==> config.mk <==
export PLATFORM = sky130hd
export DESIGN_NAME = dma_flyby
export DESIGN_NICKNAME = d
export VERILOG_FILES = /design/src/rtl/dma_flyby_pkg.sv /design/src/rtl/dma_flyby_regs.sv /design/src/rtl/dma_flyby_ctrl.sv /design/src/rtl/dma_flyby.sv
export SDC_FILE = /design/constraint.sdc
export NUM_CORES = 1
export LEC_CHECK = 0
export ABC_CLOCK_PERIOD_IN_PS = 4900
export CORE_MARGIN = 1.5
export CORE_UTILIZATION = 60
export CTS_BUF_LIST = sky130_fd_sc_hd__clkbuf_8 sky130_fd_sc_hd__clkbuf_16
export DETAILED_ROUTE_END_ITERATION = 10
export DONT_BUFFER_PORTS = 1
export PLACE_DENSITY = 0.8
export SLEW_MARGIN = 20
export SYNTH_ARGS = -nofsm -noshare
export SYNTH_HDL_FRONTEND = slang
export SYNTH_SLANG_ARGS = --single-unit
==> constraint.sdc <==
create_clock -name clk -period 4.9 [get_ports clk]
set_input_delay 0.245 -clock clk [delete_from_list [all_inputs] [get_ports clk]]
set_output_delay 0.245 -clock clk [all_outputs]
set_load 0.1 [all_outputs]
==> src/rtl/dma_flyby_pkg.sv <==
package dma_flyby_pkg;
    typedef enum logic [2:0] {
        ST_IDLE,
        ST_ARM,
        ST_REQ,
        ST_ACK,
        ST_XFER
    } dma_state_e;
endpackage

==> src/rtl/dma_flyby_regs.sv <==
module dma_flyby_regs #(
    parameter int AW = 16,
    parameter int CW = 16
) (
    input  logic          clk,
    input  logic          rst_n,
    input  logic          load,
    input  logic          step,
    input  logic [AW-1:0] ld_addr,
    input  logic [CW-1:0] ld_count,
    input  logic          ld_dir,
    output logic [AW-1:0] addr,
    output logic          dir,
    output logic          last
);
    typedef struct packed {
        logic [AW-1:0] addr;
        logic [CW-1:0] cnt;
        logic          dir;
    } regs_t;

    localparam logic [CW-1:0] CNT_ONE = CW'(1);

    regs_t r_d, r_q;

    always_comb begin
        r_d = r_q;
        if (load) begin
            r_d.addr = ld_addr;
            r_d.cnt  = ld_count;
            r_d.dir  = ld_dir;
        end else if (step) begin
            r_d.addr = r_q.addr + AW'(1);
            r_d.cnt  = r_q.cnt - CNT_ONE;
        end
    end

    always_ff @(posedge clk) begin
        if (!rst_n) r_q <= '0;
        else        r_q <= r_d;
    end

    assign addr = r_q.addr;
    assign dir  = r_q.dir;
    assign last = (r_q.cnt == CNT_ONE);
endmodule

==> src/rtl/dma_flyby_ctrl.sv <==
module dma_flyby_ctrl
    import dma_flyby_pkg::*;
(
    input  logic       clk,
    input  logic       rst_n,
    input  logic       cfg_we,
    input  logic       cfg_zero,
    input  logic       dev_req,
    input  logic       hlda,
    input  logic       last,
    output logic       load,
    output logic       step,
    output dma_state_e state,
    output logic       done
);
    typedef struct packed {
        dma_state_e st;
        logic       done;
    } ctrl_t;

    ctrl_t c_d, c_q;

    always_comb begin
        c_d  = c_q;
        load = 1'b0;
        step = 1'b0;
        unique case (c_q.st)
            ST_IDLE: begin
                if (cfg_we) begin
                    load = 1'b1;
                    if (cfg_zero) begin
                        c_d.done = 1'b1;
                    end else begin
                        c_d.done = 1'b0;
                        c_d.st   = ST_ARM;
                    end
                end
            end
            ST_ARM:  if (dev_req) c_d.st = ST_REQ;
            ST_REQ:  if (hlda)    c_d.st = ST_ACK;
            ST_ACK:  c_d.st = hlda ? ST_XFER : ST_REQ;
            ST_XFER: begin
                step = 1'b1;
                if (last) begin
                    c_d.st   = ST_IDLE;
                    c_d.done = 1'b1;
                end else if (dev_req) begin
                    c_d.st = ST_ACK;
                end else begin
                    c_d.st = ST_ARM;
                end
            end
            default: c_d.st = ST_IDLE;
        endcase
    end

    always_ff @(posedge clk) begin
        if (!rst_n) c_q <= '{st: ST_IDLE, done: 1'b0};
        else        c_q <= c_d;
    end

    assign state = c_q.st;
    assign done  = c_q.done;
endmodule

==> src/rtl/dma_flyby.sv <==
module dma_flyby
    import dma_flyby_pkg::*;
#(
    parameter int AW = 16,
    parameter int CW = 16
) (
    input  logic          clk,
    input  logic          rst_n,
    input  logic          cfg_we,
    input  logic [AW-1:0] cfg_addr,
    input  logic [CW-1:0] cfg_count,
    input  logic          cfg_dir,
    input  logic          dev_req,
    output logic          dev_ack,
    output logic          bus_hold,
    input  logic          bus_hlda,
    output logic [AW-1:0] mem_addr,
    output logic          io_rd,
    output logic          io_wr,
    output logic          mem_rd,
    output logic          mem_wr,
    output logic          busy,
    output logic          done
);
    dma_state_e state;
    logic       load, step, last, dir, xfer;

    dma_flyby_ctrl u_ctrl (
        .clk      (clk),
        .rst_n    (rst_n),
        .cfg_we   (cfg_we),
        .cfg_zero (cfg_count == '0),
        .dev_req  (dev_req),
        .hlda     (bus_hlda),
        .last     (last),
        .load     (load),
        .step     (step),
        .state    (state),
        .done     (done)
    );

    dma_flyby_regs #(.AW(AW), .CW(CW)) u_regs (
        .clk      (clk),
        .rst_n    (rst_n),
        .load     (load),
        .step     (step),
        .ld_addr  (cfg_addr),
        .ld_count (cfg_count),
        .ld_dir   (cfg_dir),
        .addr     (mem_addr),
        .dir      (dir),
        .last     (last)
    );

    assign xfer     = (state == ST_XFER);
    assign bus_hold = (state == ST_REQ) || (state == ST_ACK) || xfer;
    assign dev_ack  = (state == ST_ACK) || xfer;
    assign busy     = (state != ST_IDLE);
    assign io_rd    = xfer && !dir;
    assign mem_wr   = xfer && !dir;
    assign mem_rd   = xfer && dir;
    assign io_wr    = xfer && dir;
endmodule

== After elaboration in Yosys (flattened, before gate mapping) ==
Cells that the tools add are included.

* Register bits after elaboration: 37

* Add/sub/neg operators: 2
* Eq/ne operators: 10
* Muxes and demuxes: 16
* Reductions and logical operators: 13

{| class="wikitable"
|+ Operator list
! operator !! number
|-
| $mux W32 || 2
|-
| $add A16 B1 Y16 const B || 1
|-
| $eq A16 B1 Y1 const B || 1
|-
| $logic_not A16 Y1 || 1
|-
| $sub A16 B1 Y16 const B || 1
|-
| $pmux W3 S5 || 1
|-
| $mux W3 || 4
|-
| $ne A2 B2 Y1 const B || 5
|-
| $eq A3 B2 Y1 const B || 2
|-
| $mux W1 || 5
|-
| $mux W2 || 2
|-
| $mux W4 || 1
|-
| $reduce_and A4 Y1 || 1
|-
| $reduce_bool A2 Y1 || 2
|-
| $eq A3 B1 Y1 const B || 1
|-
| $eq A3 B3 Y1 const B || 1
|-
| $logic_not A3 Y1 || 1
|-
| $logic_or A1 B1 Y1 || 3
|-
| $reduce_and A3 Y1 || 1
|-
| $reduce_bool A3 Y1 || 1
|-
| $logic_and A1 B1 Y1 || 2
|-
| $pmux W1 S2 || 1
|-
| $logic_not A1 Y1 || 1
|}

== Depth between registers and ports, before layout ==
* Word-level depth: 4
* Mapped depth: 7
* Mapped depth without buffers: 6

== Modules after synthesis ==
From an unflattened synthesis, not the netlist that was laid out.

* Cells, all modules: 261
* Area, all modules: 2167.1 um2

{| class="wikitable"
|+ Modules (own cells, without submodules)
! module !! instances !! cells each !! area each (um2) !! seq. area each (um2)
|-
| dma_flyby_regs || 1 || 218 || 1834.3 || 660.6
|-
| dma_flyby_ctrl || 1 || 27 || 236.5 || 80.1
|-
| dma_flyby || 1 || 16 || 96.3 || 0.0
|}

== Worst setup path after synthesis ==
No wires, ideal clock.

* Kind: register to output
* Start: register u_ctrl.c_q, in the netlist u_ctrl.state[1]
* End: output mem_wr
* Arrival: 2.813 ns
* Path slack: 1.842 ns
* Stages on the path, launching flop included: 6
* Path buffers: 3
* Path through: dfxtp_1 -> buf_2 -> or3b_1 -> clkbuf_1 -> nor2_1 -> buf_4

* Cells in the longest elaborated chain, start to end: 2

{| class="wikitable"
|+ Ends and longest elaborated chain
! element !! RTL line !! source
|-
| from (decl) || dma_flyby_ctrl.sv:21 || <nowiki>ctrl_t c_d, c_q;</nowiki>
|-
| from (signal assigned) || dma_flyby_ctrl.sv:58 || <nowiki>if (!rst_n) c_q <= '{st: ST_IDLE, done: 1'b0};</nowiki>
|-
| $eq A3 B3 Y1 || dma_flyby.sv:55 || <nowiki>assign xfer = (state == ST_XFER);</nowiki>
|-
| $logic_and A1 B1 Y1 || - ||
|-
| to (decl) || dma_flyby.sv:21 || <nowiki>output logic mem_wr,</nowiki>
|}

Every way passes these cells.

== Final worst setup path ==
* Start: register u_ctrl.c_q, in the netlist u_ctrl.state[2]
* End: output io_rd

* Cells in the longest elaborated chain, start to end: 2

{| class="wikitable"
|+ Ends and longest elaborated chain
! element !! RTL line !! source
|-
| $eq A3 B3 Y1 || dma_flyby.sv:55 ||
|-
| $logic_and A1 B1 Y1 || dma_flyby.sv:59 || <nowiki>assign io_rd = xfer && !dir;</nowiki>
|-
| to (decl) || dma_flyby.sv:18 || <nowiki>output logic io_rd,</nowiki>
|}

Every way passes these cells.

==> impl_metrics.tcl <==
set metrics [dict create \
    die_w_um 66.9 \
    status "finished clean" \
    synth_top_area_share_pct 30.2 \
    vias 2304 \
    drt_wl_total_mm 5.99 \
    nets 319 \
    grt-ovfl-total 0 \
    portBuffers 0 \
    tns_ns 0 \
    dieArea_mm2 0.00448 \
    cts-root-buf "clkbuf_8" \
    place_hpwl_mm 3.98 \
    viasPerCell 7.00 \
    synth_area_mm2 0.00245 \
    rsz0062_at_grt "false" \
    period_share_pct 58.5 \
    syn_nets 351 \
    vdd_drop_max_v 0.000151 \
    crit_path_end_kind "primary output" \
    core-area_mm2 0.00397 \
    instances_no_fill 329 \
    post_cts_buffers 0 \
    track_usage_pct 27.0 \
    drtAntennaViolNets 0 \
    gp_congestion 0.933 \
    synth-main-ff-cell "dfxtp_1" \
    synth.most_common_cell "dfxtp_1" \
    synth-seq-cells 37 \
    synthArstFlopShare_pct 0 \
    drtIter0Drc 236 \
    worstPathArrival_ns 2.62 \
    timing.final.crit_period_ns 2.87 \
    synth_cells 310 \
    synthDistinctLibCells 62 \
    num_rows 23 \
    drc 0 \
    grt_pass1_wl_mm 9.27 \
    htree_num_levels 2 \
    antenna_cells 0 \
    firstDrtPassIters 5 \
    p_leak_nw 0.811 \
    power_mw 0.834 \
    areaGrowthSynthToFinish_pct -3.01 \
    critPathKind "reg2out" \
    dp.cells 321 \
    startpoint_type "flip-flop" \
    seq_area_frac_synth_pct 30.2 \
    antenna_found_initial 0 \
    tightest_slew_ns 1.19 \
    finalHoldWorstSlack_ns 0.0690 \
    cts_tree "yes" \
    maxCapViolCount 0 \
    yosysWarnings 0 \
    drive_gt1_share_pct 8.60 \
    grt_max_degree 39 \
    crit_fanout 23 \
    fin_ws_ns 2.03 \
    power.density_mw_per_mm2 351 \
    clk_pin_slew_worst_paths_ns 0.08 \
    ioPinCount 62 \
    grt_pass1_vias 2009 \
    avgRoutedWirePerCell_um 18.2 \
    synth_common_cells "dfxtp_1 (37), a21oi_1 (24), nor2_1 (21)" \
    hold_viol_final 0 \
    syn_area_per_cell_um2 7.91 \
    cts_sinks 37 \
    setup_viol 0 \
    synth_edf_count 0 \
    clockBufferDepth 2 \
    max_clock_freq_mhz 349 \
    clk_latency_ns 0.30 \
    slew-limit-headroom_pct 20.7 \
    hold_buffers 0 \
    synthTopCellsByArea "dfxtp_1 (30%), buf_4 (5.8%), a21oi_1 (4.9%), a22oi_1 (4.9%), nand3_1 (3.5%)" \
    initial_utilization_pct 61.7 \
    die_y_um 66.9 \
    yosysTopAreaCell "dfxtp_1" \
    min_path_type "in2reg" \
    pre_cts_slack_ns 2.37 \
    final.setup_skew_ns 0.00951 \
    post_cts_resized 0 \
    crit_required_ns 4.66 \
    cts_made_buffers 5 \
    drv_slew 0 \
]
==> per-layer routing <==
layer  track usage [%]  up-vias  routed length, um
li1                  -     1108                  -
met1              35.5     1086               2520
met2              42.9       92               2860
met3              6.76       18                481
met4              8.93        0                127
met5                 0        -                  0
==> cell families after synthesis <==
family                   after synthesis  synth area share, %
AND/OR/NAND/NOR                      123                 28.3
buffers and inverters                 48                 11.4
adder cells (fa/ha/maj)                3                 1.53
AO/OA/AOI/OAI                         94                 26.8
flip-flops                            37                 30.2
XOR/XNOR                               5                 1.79
==> worst max-delay path, stage by stage (launching register included) <==
cell,delay (ns)
dfxtp_1,0.52
or3b_1,0.75
nor2_4,1.05
==> path summary, 6_finish.rpt <==
kind | start | endpoint | slack (ns) | cells past startpoint
hold / removal | cfg_dir | u_regs.dir | 0.07 | 2
setup reg to reg | u_regs.addr[5] | u_regs.addr[9] | 2.35 | 4
hold reg to reg | u_regs.dir | u_regs.dir | 0.51 | 2
setup / recovery | u_ctrl.state[2] | io_rd | 2.03 | 2
==> final cells by class <==
type	count	area, um2
Fill cell	368	1590
Multi-Input combinational cell	225	1450
Clock inverter	3	17.5
Timing Repair Buffer	2	15.0
Tap cell	50	62.6
Sequential cell	37	741
Inverter	7	26.3
Clock buffer	5	68.8
==> cells in the final DEF (no fill, tap or decap), types with 3 or more instances in the layout <==
| master | Yosys | layout |
|---|---|---|
| nand3_1 | 17 | 17 |
| o31a_1 | 3 | 3 |
| clkbuf_8 | 0 | 5 |
| nor4_1 | 12 | 12 |
| nand2_1 | 15 | 15 |
| a221oi_1 | 4 | 4 |
| a22oi_1 | 16 | 16 |
| or3_1 | 8 | 8 |
| inv_1 | 7 | 6 |
| and3_1 | 4 | 4 |
| nor3_1 | 12 | 12 |
| o211ai_1 | 3 | 3 |
| nand4_1 | 8 | 8 |
| or2_2 | 4 | 4 |
| o22ai_1 | 6 | 6 |
| o21ai_0 | 4 | 4 |
| a21boi_0 | 3 | 3 |
| nor2_1 | 21 | 20 |
| a21oi_1 | 24 | 24 |
| and2_1 | 4 | 3 |
| o21ai_1 | 4 | 4 |
| xor2_1 | 3 | 3 |
| dfxtp_1 | 37 | 37 |
| ha_1 | 3 | 3 |
==> power breakdown <==
part / internal (mW) / switching, mW / total (mW)
registers: 0.325 / 0.117 / 0.442
logic: 0.0645 / 0.111 / 0.176
clock network: 0.0983 / 0.118 / 0.216
total: 0.488 / 0.346 / 0.834
==> metrics by stage <==
step / area, um2 / util [%]
2_1_floorplan: 2450 / -
3_3_place_gp: 2290 / 57.7
3_5_place_dp: 2290 / 57.7
6_report: 2380 / 59.9
5_1_grt: 2380 / 59.9
4_1_cts: 2380 / 59.9
==> flip-flops by register name, summed over array words and instances (netlist names) <==
signal / flops
u_ctrl.done: 1
u_regs.r_q: 16
u_regs.addr: 16
u_regs.dir: 1
u_ctrl.state: 3
Note: power is estimated with default switching activity, not from simulation.
